==> src/rtl/insn_decode_pkg.sv <==
package insn_decode_pkg;

  localparam int unsigned XLEN   = 32;
  localparam int unsigned RAW    = 5;
  localparam int unsigned OPW    = 6;
  localparam int unsigned IMMW   = 16;
  localparam int unsigned TGTW   = 26;

  localparam logic [OPW-1:0] OP_RTYPE = 6'd0;
  localparam logic [OPW-1:0] OP_J     = 6'd2;
  localparam logic [OPW-1:0] OP_JAL   = 6'd3;
  localparam logic [OPW-1:0] OP_BEQ   = 6'd4;
  localparam logic [OPW-1:0] OP_BNE   = 6'd5;
  localparam logic [OPW-1:0] OP_ADDI  = 6'd8;
  localparam logic [OPW-1:0] OP_SLTI  = 6'd10;
  localparam logic [OPW-1:0] OP_ORI   = 6'd13;
  localparam logic [OPW-1:0] OP_LUI   = 6'd15;
  localparam logic [OPW-1:0] OP_LB    = 6'd32;
  localparam logic [OPW-1:0] OP_LW    = 6'd35;
  localparam logic [OPW-1:0] OP_SB    = 6'd40;
  localparam logic [OPW-1:0] OP_SW    = 6'd43;

  localparam logic [OPW-1:0] FN_JR  = 6'd8;
  localparam logic [OPW-1:0] FN_ADD = 6'd32;
  localparam logic [OPW-1:0] FN_SUB = 6'd34;
  localparam logic [OPW-1:0] FN_SLT = 6'd42;

  typedef enum logic [1:0] {
    ALU_ADD = 2'd0,
    ALU_SUB = 2'd1,
    ALU_OR  = 2'd2,
    ALU_SLT = 2'd3
  } alu_op_e;

  typedef enum logic [1:0] {
    IMM_SX  = 2'd0,
    IMM_ZX  = 2'd1,
    IMM_HI  = 2'd2,
    IMM_TGT = 2'd3
  } imm_kind_e;

  typedef enum logic [1:0] {
    DST_NONE = 2'd0,
    DST_RD   = 2'd1,
    DST_RT   = 2'd2,
    DST_LINK = 2'd3
  } dst_kind_e;

  typedef struct packed {
    logic      reg_we;
    logic      mem_rd;
    logic      mem_wr;
    logic      byte_acc;
    alu_op_e   alu_op;
    logic      beq;
    logic      bne;
    logic      jump;
    logic      jal;
    logic      jr;
    logic      slt;
    logic      lui;
    logic      illegal;
    imm_kind_e imm_kind;
    dst_kind_e dst_kind;
  } ctrl_t;

  typedef struct packed {
    logic [RAW-1:0]  rs;
    logic [RAW-1:0]  rt;
    logic [RAW-1:0]  wr;
    logic [RAW-1:0]  shamt;
    logic [XLEN-1:0] imm;
    ctrl_t           ctl;
  } dec_out_t;

endpackage

==> src/rtl/insn_ctrl_decode.sv <==
module insn_ctrl_decode
  import insn_decode_pkg::*;
(
  input  logic [OPW-1:0] op_i,
  input  logic [OPW-1:0] fn_i,
  output ctrl_t          ctl_o
);

  always_comb begin
    ctl_o = '0;
    unique case (op_i)
      OP_RTYPE: begin
        unique case (fn_i)
          FN_ADD: begin
            ctl_o.reg_we   = 1'b1;
            ctl_o.dst_kind = DST_RD;
            ctl_o.alu_op   = ALU_ADD;
          end
          FN_SUB: begin
            ctl_o.reg_we   = 1'b1;
            ctl_o.dst_kind = DST_RD;
            ctl_o.alu_op   = ALU_SUB;
          end
          FN_SLT: begin
            ctl_o.reg_we   = 1'b1;
            ctl_o.dst_kind = DST_RD;
            ctl_o.alu_op   = ALU_SLT;
            ctl_o.slt      = 1'b1;
          end
          FN_JR:   ctl_o.jr      = 1'b1;
          default: ctl_o.illegal = 1'b1;
        endcase
      end
      OP_ADDI: begin
        ctl_o.reg_we   = 1'b1;
        ctl_o.dst_kind = DST_RT;
      end
      OP_SLTI: begin
        ctl_o.reg_we   = 1'b1;
        ctl_o.dst_kind = DST_RT;
        ctl_o.alu_op   = ALU_SLT;
        ctl_o.slt      = 1'b1;
      end
      OP_ORI: begin
        ctl_o.reg_we   = 1'b1;
        ctl_o.dst_kind = DST_RT;
        ctl_o.alu_op   = ALU_OR;
        ctl_o.imm_kind = IMM_ZX;
      end
      OP_LUI: begin
        ctl_o.reg_we   = 1'b1;
        ctl_o.dst_kind = DST_RT;
        ctl_o.lui      = 1'b1;
        ctl_o.imm_kind = IMM_HI;
      end
      OP_LW, OP_LB: begin
        ctl_o.reg_we   = 1'b1;
        ctl_o.dst_kind = DST_RT;
        ctl_o.mem_rd   = 1'b1;
        ctl_o.byte_acc = (op_i == OP_LB);
      end
      OP_SW, OP_SB: begin
        ctl_o.mem_wr   = 1'b1;
        ctl_o.byte_acc = (op_i == OP_SB);
      end
      OP_BEQ: begin
        ctl_o.beq    = 1'b1;
        ctl_o.alu_op = ALU_SUB;
      end
      OP_BNE: begin
        ctl_o.bne    = 1'b1;
        ctl_o.alu_op = ALU_SUB;
      end
      OP_J: begin
        ctl_o.jump     = 1'b1;
        ctl_o.imm_kind = IMM_TGT;
      end
      OP_JAL: begin
        ctl_o.jump     = 1'b1;
        ctl_o.jal      = 1'b1;
        ctl_o.reg_we   = 1'b1;
        ctl_o.dst_kind = DST_LINK;
        ctl_o.imm_kind = IMM_TGT;
      end
      default: ctl_o.illegal = 1'b1;
    endcase
  end

endmodule

==> src/rtl/insn_imm_gen.sv <==
module insn_imm_gen
  import insn_decode_pkg::*;
(
  input  logic [XLEN-1:0] instr_i,
  input  imm_kind_e       kind_i,
  output logic [XLEN-1:0] imm_o
);

  localparam int unsigned HI_PAD  = XLEN - IMMW;
  localparam int unsigned TGT_PAD = XLEN - TGTW;

  logic [IMMW-1:0] raw16;
  logic [TGTW-1:0] raw26;

  assign raw16 = instr_i[IMMW-1:0];
  assign raw26 = instr_i[TGTW-1:0];

  always_comb begin
    unique case (kind_i)
      IMM_ZX:  imm_o = {{HI_PAD{1'b0}}, raw16};
      IMM_HI:  imm_o = {raw16, {HI_PAD{1'b0}}};
      IMM_TGT: imm_o = {{TGT_PAD{1'b0}}, raw26};
      default: imm_o = {{HI_PAD{raw16[IMMW-1]}}, raw16};
    endcase
  end

endmodule

==> src/rtl/insn_dst_sel.sv <==
module insn_dst_sel
  import insn_decode_pkg::*;
#(
  parameter logic [RAW-1:0] LINK_REG = 5'd31
) (
  input  logic [RAW-1:0] rt_i,
  input  logic [RAW-1:0] rd_i,
  input  dst_kind_e      kind_i,
  output logic [RAW-1:0] wr_o
);

  always_comb begin
    unique case (kind_i)
      DST_RD:   wr_o = rd_i;
      DST_RT:   wr_o = rt_i;
      DST_LINK: wr_o = LINK_REG;
      default:  wr_o = '0;
    endcase
  end

endmodule

==> src/rtl/insn_decode.sv <==
module insn_decode
  import insn_decode_pkg::*;
#(
  parameter logic [RAW-1:0] LINK_REG = 5'd31
) (
  input  logic             clk,
  input  logic             rst,
  input  logic [XLEN-1:0]  instr_i,
  output logic [RAW-1:0]   rs_addr_o,
  output logic [RAW-1:0]   rt_addr_o,
  output logic [RAW-1:0]   wr_addr_o,
  output logic [RAW-1:0]   shamt_o,
  output logic [XLEN-1:0]  imm_o,
  output logic             reg_we_o,
  output logic             mem_rd_o,
  output logic             mem_wr_o,
  output logic             byte_o,
  output logic [1:0]       alu_op_o,
  output logic             beq_o,
  output logic             bne_o,
  output logic             jump_o,
  output logic             jal_o,
  output logic             jr_o,
  output logic             slt_o,
  output logic             lui_o,
  output logic             illegal_o
);

  localparam int unsigned OP_LSB = XLEN - OPW;
  localparam int unsigned RS_LSB = OP_LSB - RAW;
  localparam int unsigned RT_LSB = RS_LSB - RAW;
  localparam int unsigned RD_LSB = RT_LSB - RAW;
  localparam int unsigned SH_LSB = RD_LSB - RAW;

  ctrl_t           ctl_d;
  logic [XLEN-1:0] imm_d;
  logic [RAW-1:0]  wr_d;
  dec_out_t        dec_d;
  dec_out_t        dec_q;

  insn_ctrl_decode u_ctrl (
    .op_i  (instr_i[XLEN-1:OP_LSB]),
    .fn_i  (instr_i[OPW-1:0]),
    .ctl_o (ctl_d)
  );

  insn_imm_gen u_imm (
    .instr_i (instr_i),
    .kind_i  (ctl_d.imm_kind),
    .imm_o   (imm_d)
  );

  insn_dst_sel #(.LINK_REG(LINK_REG)) u_dst (
    .rt_i   (instr_i[RS_LSB-1:RT_LSB]),
    .rd_i   (instr_i[RT_LSB-1:RD_LSB]),
    .kind_i (ctl_d.dst_kind),
    .wr_o   (wr_d)
  );

  always_comb begin
    dec_d.rs    = instr_i[OP_LSB-1:RS_LSB];
    dec_d.rt    = instr_i[RS_LSB-1:RT_LSB];
    dec_d.wr    = wr_d;
    dec_d.shamt = instr_i[RD_LSB-1:SH_LSB];
    dec_d.imm   = imm_d;
    dec_d.ctl   = ctl_d;
  end

  always_ff @(posedge clk) begin
    if (rst) dec_q <= '0;
    else     dec_q <= dec_d;
  end

  assign rs_addr_o = dec_q.rs;
  assign rt_addr_o = dec_q.rt;
  assign wr_addr_o = dec_q.wr;
  assign shamt_o   = dec_q.shamt;
  assign imm_o     = dec_q.imm;
  assign reg_we_o  = dec_q.ctl.reg_we;
  assign mem_rd_o  = dec_q.ctl.mem_rd;
  assign mem_wr_o  = dec_q.ctl.mem_wr;
  assign byte_o    = dec_q.ctl.byte_acc;
  assign alu_op_o  = dec_q.ctl.alu_op;
  assign beq_o     = dec_q.ctl.beq;
  assign bne_o     = dec_q.ctl.bne;
  assign jump_o    = dec_q.ctl.jump;
  assign jal_o     = dec_q.ctl.jal;
  assign jr_o      = dec_q.ctl.jr;
  assign slt_o     = dec_q.ctl.slt;
  assign lui_o     = dec_q.ctl.lui;
  assign illegal_o = dec_q.ctl.illegal;

  p_store_nowe_r10: assert property (@(posedge clk) disable iff (rst)
    mem_wr_o |-> (!reg_we_o && !mem_rd_o));

  p_illegal_quiet_r11: assert property (@(posedge clk) disable iff (rst)
    illegal_o |-> !(reg_we_o || mem_wr_o || mem_rd_o || jump_o || jr_o));

  p_wr_zero_r11: assert property (@(posedge clk) disable iff (rst)
    !reg_we_o |-> (wr_addr_o == '0));

  p_flow_onehot_r9: assert property (@(posedge clk) disable iff (rst)
    $onehot0({beq_o, bne_o, jump_o, jr_o}));

  p_jal_link_r8: assert property (@(posedge clk) disable iff (rst)
    jal_o |-> (reg_we_o && jump_o && wr_addr_o == LINK_REG));

  p_lui_place_r7: assert property (@(posedge clk) disable iff (rst)
    lui_o |-> (imm_o[IMMW-1:0] == '0 && imm_o[XLEN-1:IMMW] == $past(instr_i[IMMW-1:0])));

  p_slt_alu_r12: assert property (@(posedge clk) disable iff (rst)
    slt_o |-> (alu_op_o == ALU_SLT && reg_we_o));

endmodule

==> config.mk <==
export PLATFORM = sky130hd
export DESIGN_NAME = insn_decode
export DESIGN_NICKNAME = d
export VERILOG_FILES = /design/src/rtl/insn_decode_pkg.sv /design/src/rtl/insn_ctrl_decode.sv /design/src/rtl/insn_imm_gen.sv /design/src/rtl/insn_dst_sel.sv /design/src/rtl/insn_decode.sv
export SDC_FILE = /design/constraint.sdc
export NUM_CORES = 1
export LEC_CHECK = 0
export CAP_MARGIN = 20
export CORE_AREA = 5 5 85 87
export DETAILED_ROUTE_END_ITERATION = 10
export DIE_AREA = 0 0 90 92
export GPL_TIMING_DRIVEN = 0
export PLACE_DENSITY = 0.77
export SLEW_MARGIN = 20
export SYNTH_ARGS = -nofsm -noshare
export SYNTH_HDL_FRONTEND = slang
export SYNTH_HIERARCHICAL = 1
export SYNTH_SLANG_ARGS = --single-unit
==> constraint.sdc <==
create_clock -name clk -period 1.9 [get_ports clk]
set_input_delay 0.285 -clock clk [delete_from_list [all_inputs] [get_ports clk]]
set_output_delay 0.285 -clock clk [all_outputs]
set_load 0.1 [all_outputs]
==> After elaboration in Yosys (flattened, before gate mapping) <==
Index checks and enable logic that the tools add are counted.
{ "totals": {"elab_cells": 74, "output_inout_bits": 66, "mem_bits_rw": 0, "mem_bits_ro": 0, "memories": 0, "reg_bits": 66, "latch_bits": 0} }
{ "op_classes": {"n_lt_le_gt_ge": 0, "n_mul": 0, "bitwise": 1, "div_mod_pow": 0, "addsub": 0, "shifts": 0, "n_reduce_logical": 11, "muxes": 22, "eq_ne": 22} }
{ "ops": {"columns": ["op", "n"], "rows": [
  ["one-hot mux 32 bit (3 select lines)", 1],
  ["equality test 6 bit (second input constant)", 7],
  ["equality test 6 x 4 -> 1 bit (second input constant)", 5],
  ["one-hot mux 5 bit (3 select lines)", 1],
  ["equality test 6 x 2 -> 1 bit (second input constant)", 2],
  ["equality test 6 x 3 -> 1 bit (second input constant)", 2],
  ["2-to-1 mux 1 bit", 12],
  ["one-hot mux 2 bit (3 select lines)", 2],
  ["OR reduction 12 bit", 1],
  ["OR reduction 2 bit", 5],
  ["equality test 2 bit (second input constant)", 4],
  ["one-hot mux 1 bit (2 select lines)", 4],
  ["one-hot mux 2 bit (4 select lines)", 1],
  ["OR reduction 7 bit", 1],
  ["logical NOT 6 bit", 1],
  ["OR reduction 6 bit", 1],
  ["equality test 2 x 1 -> 1 bit (second input constant)", 2],
  ["one-hot mux 2 bit (2 select lines)", 1],
  ["OR reduction 4 bit", 1],
  ["OR reduction 3 bit", 1],
  ["inverter 1 bit", 1]
]} }

==> Depth between registers and ports, before layout <==
Gate-level depths: netlist of run 1.
{ "logic_depth": {"word_depth": 6, "mapped_depth": 9} }

==> Modules after synthesis <==
The synthesis of run 1 kept the hierarchy.
{ "modules_own_cells": {"columns": ["module", "cells_each", "area_each_um2", "n_inst"], "rows": [
  ["insn_decode", 139, 1796.7, 1],
  ["insn_imm_gen", 57, 457.9, 1],
  ["insn_ctrl_decode", 61, 362.8, 1],
  ["insn_dst_sel", 16, 73.8, 1]
]} }

==> Worst setup path before layout of run 1 <==
No wires, ideal clock.
{ "synth_path": {"kind": "input to register", "from": "input instr_i[27]", "to": "register dec_q (netlist bit imm_o[18])", "setup_time_ps": 65, "path_buffers": 3, "t_arrival_ps": 1605, "cell_stages": 8, "path_slack_ps": 230, "path_cell_list": "buf_2 > or3_1 > a21oi_1 > buf_6 > and2_4 > clkbuf_8 > o2bb2ai_1 > nor2b_1"} }
{ "synth_lines": {"columns": ["element", "line", "source"], "rows": [
  ["start, declared", "insn_decode.sv:8", "input logic [XLEN-1:0] instr_i,"],
  ["end signal, assigned", "insn_decode.sv:70", "if (rst) dec_q <= '0;"],
  ["end signal, assigned", "insn_decode.sv:71", "else dec_q <= dec_d;"],
  ["end, declared", "insn_decode.sv:39", "dec_out_t dec_q;"]
]} }

==> flow_summary_export.csv, run 1 <==
group,metric,value,unit
min_path,hold_path_depth,2,
clocking,cts_buffer_depth,2,
timing,worstMarginPinSlew,0.993,ns
routing,dr_total_vias,2171,
clocking,clock-root-buffer,"clkbuf_8",
critical_path,crit_slowest_cell,"or3_1",
clocking,clkTransAtPathRegs,0.07,ns
critical_path,max_stage_delay,0.41,ns
floorplanning,dieArea,8280,µm²
grt,grt_pass1_vias,2173,
yosys,synthXorXnorAreaFrac,0.651,%
min_path,hold_end,"jal_o",
grt,grt_pass1_wl,11000,µm
clocking,htree_levels,3,
layout,nets,415,
floorplanning,pin_count,100,
grt,grt_start_max_net_pins,12,
clocking,numCtsBuffers,9,
yosys,synth_top_family_by_area,"simple AND/OR/NAND/NOR gates",
layout,diodes,0,
status,status,"finished, final reports clean",
grt,grt_overflow,0,
critical_path,required,2.15,ns
clocking,ctsHoldBuffers,0,
yosys,synthDistinctLibCells,38,
place,pre_cts_ws,-0.556,ns
floorplanning,start_util,42.9,%
floorplanning,fp.dieW,90,µm
yosys,synth_cells,273,
yosys,syn_nets,307,
power,finalPower,3.59,mW
yosys,synth.avg_cell_area,9.86,µm²
critical_path,end_kind,"register",
critical_path,critPathMaxFanout,10,
place,dp_hpwl,5220,µm
clocking,cts_setup_buffers,0,
place,gp_congestion,0.937,
place,dp.cells,447,
critical_path,arrival,2.06,ns
timing,rsz0062_at_grt,"no",
grt,antenna_found_initial,0,
timing,period_minus_slack,1.80,ns
power,powerDensity,915,nW/µm²
routing,dr.pass1.iters,4,
clocking,clock_sinks,66,
flow_run,cap_violations,0,
grt,grt_usage,16.4,%
critical_path,critical_path_class,"input port to register",
yosys,synth_compound_area_share,9.11,%
floorplanning,rows,29,
timing,worst_slack,0.0957,ns
yosys,synthMuxAreaShare,4.09,%
critical_path,cp-start-kind,"input port",
timing,maxSlewHeadroom,34.1,%
routing,routed_via_density,4.70,
timing,finalSetupViolCount,0,
floorplanning,die_h,92,µm
routing,drcViolationCount,0,
routing,wl,6850,µm
routing,wl_per_cell,14.8,µm
layout,finish.utilization,62.4,%
min_path,hp-start,"rst",
timing,period_share,95.0,%
place,io_buffers,97,
min_path,hold_path.class,"input port to register",
timing,finalHoldViolCount,0,
yosys,ys_seq_area_share,49.1,%
yosys,ys_seq_elements,66,
timing,slew_violations,0,
yosys,synthSimpleGateAreaFrac,29.7,%
floorplanning,core_area,6280,µm²
layout,final_cells,462,
clocking,cts_tree,"yes",
power,p_leak,1.76,nW
yosys,synth-adder-area-share,0,%
routing,ant_nets,0,
critical_path,path_cells,"dlygate4sd2_1 -> buf_4 -> or3_1 -> a21oi_2 -> buf_6 -> and2_4 -> clkbuf_8 -> o2bb2ai_1 -> nor2b_1",
yosys,synth_area,2690,µm²
power,vdd_ir_drop_max,500,µV
yosys,yosysWarnings,6,
layout,syn_to_final_growth,45.7,%
critical_path,path_delay_family,"buffers and inverters",
critical_path,path_buf_inv,4,
layout,layout-drive-gt1-share,12.7,%
timing,fmax,554,MHz
routing,drtIter0Drc,157,
## through the flow
stage          cell area (µm²)  TNS (ns)  hold slack, ns
6_report                  3920         0           0.247
5_1_grt                   3920         0           0.230
2_1_floorplan             2690         0           0.413
4_1_cts                   3910         0           0.225
3_3_place_gp              3760    -14.57           0.580
3_5_place_dp              3760    -15.50           0.580
## repair_timing
item,in CTS,in global routing
resized for setup,76,4
pin swaps,0,1
setup endpoints to repair,97,21
endpoints found under the hold margin,0,0
## cells by family (layout without fill, tap and decap cells)
kind of cell | after synthesis | in the layout
AOI/OAI and AO/OA | 36 | 36
xor gates and xnor gates | 2 | 2
buffers and inverters | 22 | 134
DFF | 66 | 66
muxes | 11 | 11
and+or+nand+nor | 136 | 136
## registers in the layout, indices dropped and copies added (netlist names), 2 cells and up
signal / count
alu_op_o: 2
wr_addr_o: 5
rt_addr_o: 5
rs_addr_o: 5
imm_o: 32
shamt_o: 5
## area by class of cell
cell class / count / area [µm²]
Buffer: 18 / 189
Clock buffer: 10 / 138
Clock inverter: 5 / 78.8
Fill cell: 563 / 2360
Inverter: 4 / 15.0
Multi-Input combinational cell: 185 / 1190
Sequential cell: 66 / 1320
Tap cell: 77 / 96.3
Timing Repair Buffer: 97 / 891
## report_power, final
| part | switching [mW] | internal [mW] |
|---|---|---|
| clock | 0.510 | 0.765 |
| sequential | 0.0138 | 1.45 |
| combinational | 0.637 | 0.214 |
## cell usage in the layout, fill, tap and decap left out, drive strengths merged, types with 2 or more instances in the layout
cell type,Yosys,layout
inv,4,4
o21ai,6,6
o2bb2ai,11,11
nor2,19,19
nor3,3,3
dlymetal6s2s,0,2
and2,17,17
clkdlybuf4s50,0,26
nor4,3,3
dlygate4sd2,0,68
xor2,2,2
a21oi,13,13
dfxtp,66,66
bufinv,0,2
or3,4,4
clkinv,0,3
mux2i,11,11
nand3,5,5
nand2b,4,4
buf,16,16
nand2,10,10
clkbuf,2,12
nor2b,67,67
## how the worst max path moves through the flow
stage                startpoint   endpoint  slack (ns)  cells past startpoint
finish              instr_i[27]  imm_o[20]         0.1                      9
global route        instr_i[27]  imm_o[11]        0.01                      9
CTS                 instr_i[30]  imm_o[21]        0.02                      9
detailed placement  instr_i[26]  imm_o[20]       -0.56                     10
global placement    instr_i[26]  imm_o[20]       -0.54                     10
floorplan           instr_i[27]  imm_o[18]        0.23                      8
## synthesized netlist by cell type
master     number  area [µm²]
or3_4           1        11.3
or2_2           1        6.26
o2bb2ai_1      11        96.3
mux2i_1        11         110
a32o_1          1        10.0
nor4b_1         1        8.76
a21oi_1        13        65.1
clkbuf_8        2        27.5
and2_1         16         100
inv_1           2        7.51
and3_1          1        6.26
o211ai_1        1        7.51
a32oi_1         1        8.76
dfxtp_1        66        1320
nand2_1        10        37.5
buf_6           8        90.1
o22ai_2         1        12.5
o21ai_0         4        20.0
buf_12          1        20.0
nor4_1          2        12.5
nor2_1         19        71.3
nor4_2          1        12.5
inv_2           2        7.51
or3b_1          1        8.76
nor2b_1        67         419
buf_2           3        15.0
or3_1           3        18.8
nand2b_4        1        13.8
nand2b_2        2        17.5
xor2_1          2        17.5
a22oi_1         1        7.51
o21ai_1         2        10.0
buf_4           4        30.0
nand2b_1        1        6.26
o21bai_1        1        7.51
nor3_1          3        15.0
and2_4          1        8.76
nand3_1         5        25.0
## layer usage
metal	track usage (%)	up-vias	share of wire (%)
met1	20.6	964	45
met4	7.32	0	1.0
met2	25.9	84	47
met5	0	-	0
li1	-	1119	-
met3	5.16	4	7.3
No activity file was read; power rests on OpenSTA's default activity.
==> run 2: changes to the inputs <==
--- a/config.mk
+++ b/config.mk
@@ -11,7 +11,7 @@
 export DIE_AREA = 0 0 90 92
 export GPL_TIMING_DRIVEN = 0
 export PLACE_DENSITY = 0.77
-export SLEW_MARGIN = 20
+export SLEW_MARGIN = 10
 export SYNTH_ARGS = -nofsm -noshare
 export SYNTH_HDL_FRONTEND = slang
 export SYNTH_HIERARCHICAL = 1
==> results of run 2 <==
Final layout, timing and power as in run 1 (identical DEF).
==> run 3: changes to the inputs <==
--- a/config.mk
+++ b/config.mk
@@ -7,11 +7,12 @@
 export LEC_CHECK = 0
 export CAP_MARGIN = 20
 export CORE_AREA = 5 5 85 87
+export CTS_CLUSTER_SIZE = 12
 export DETAILED_ROUTE_END_ITERATION = 10
 export DIE_AREA = 0 0 90 92
 export GPL_TIMING_DRIVEN = 0
 export PLACE_DENSITY = 0.77
-export SLEW_MARGIN = 10
+export SLEW_MARGIN = 0
 export SYNTH_ARGS = -nofsm -noshare
 export SYNTH_HDL_FRONTEND = slang
 export SYNTH_HIERARCHICAL = 1
==> results of run 3 <==
Final layout, timing and power as in run 1 (identical DEF).
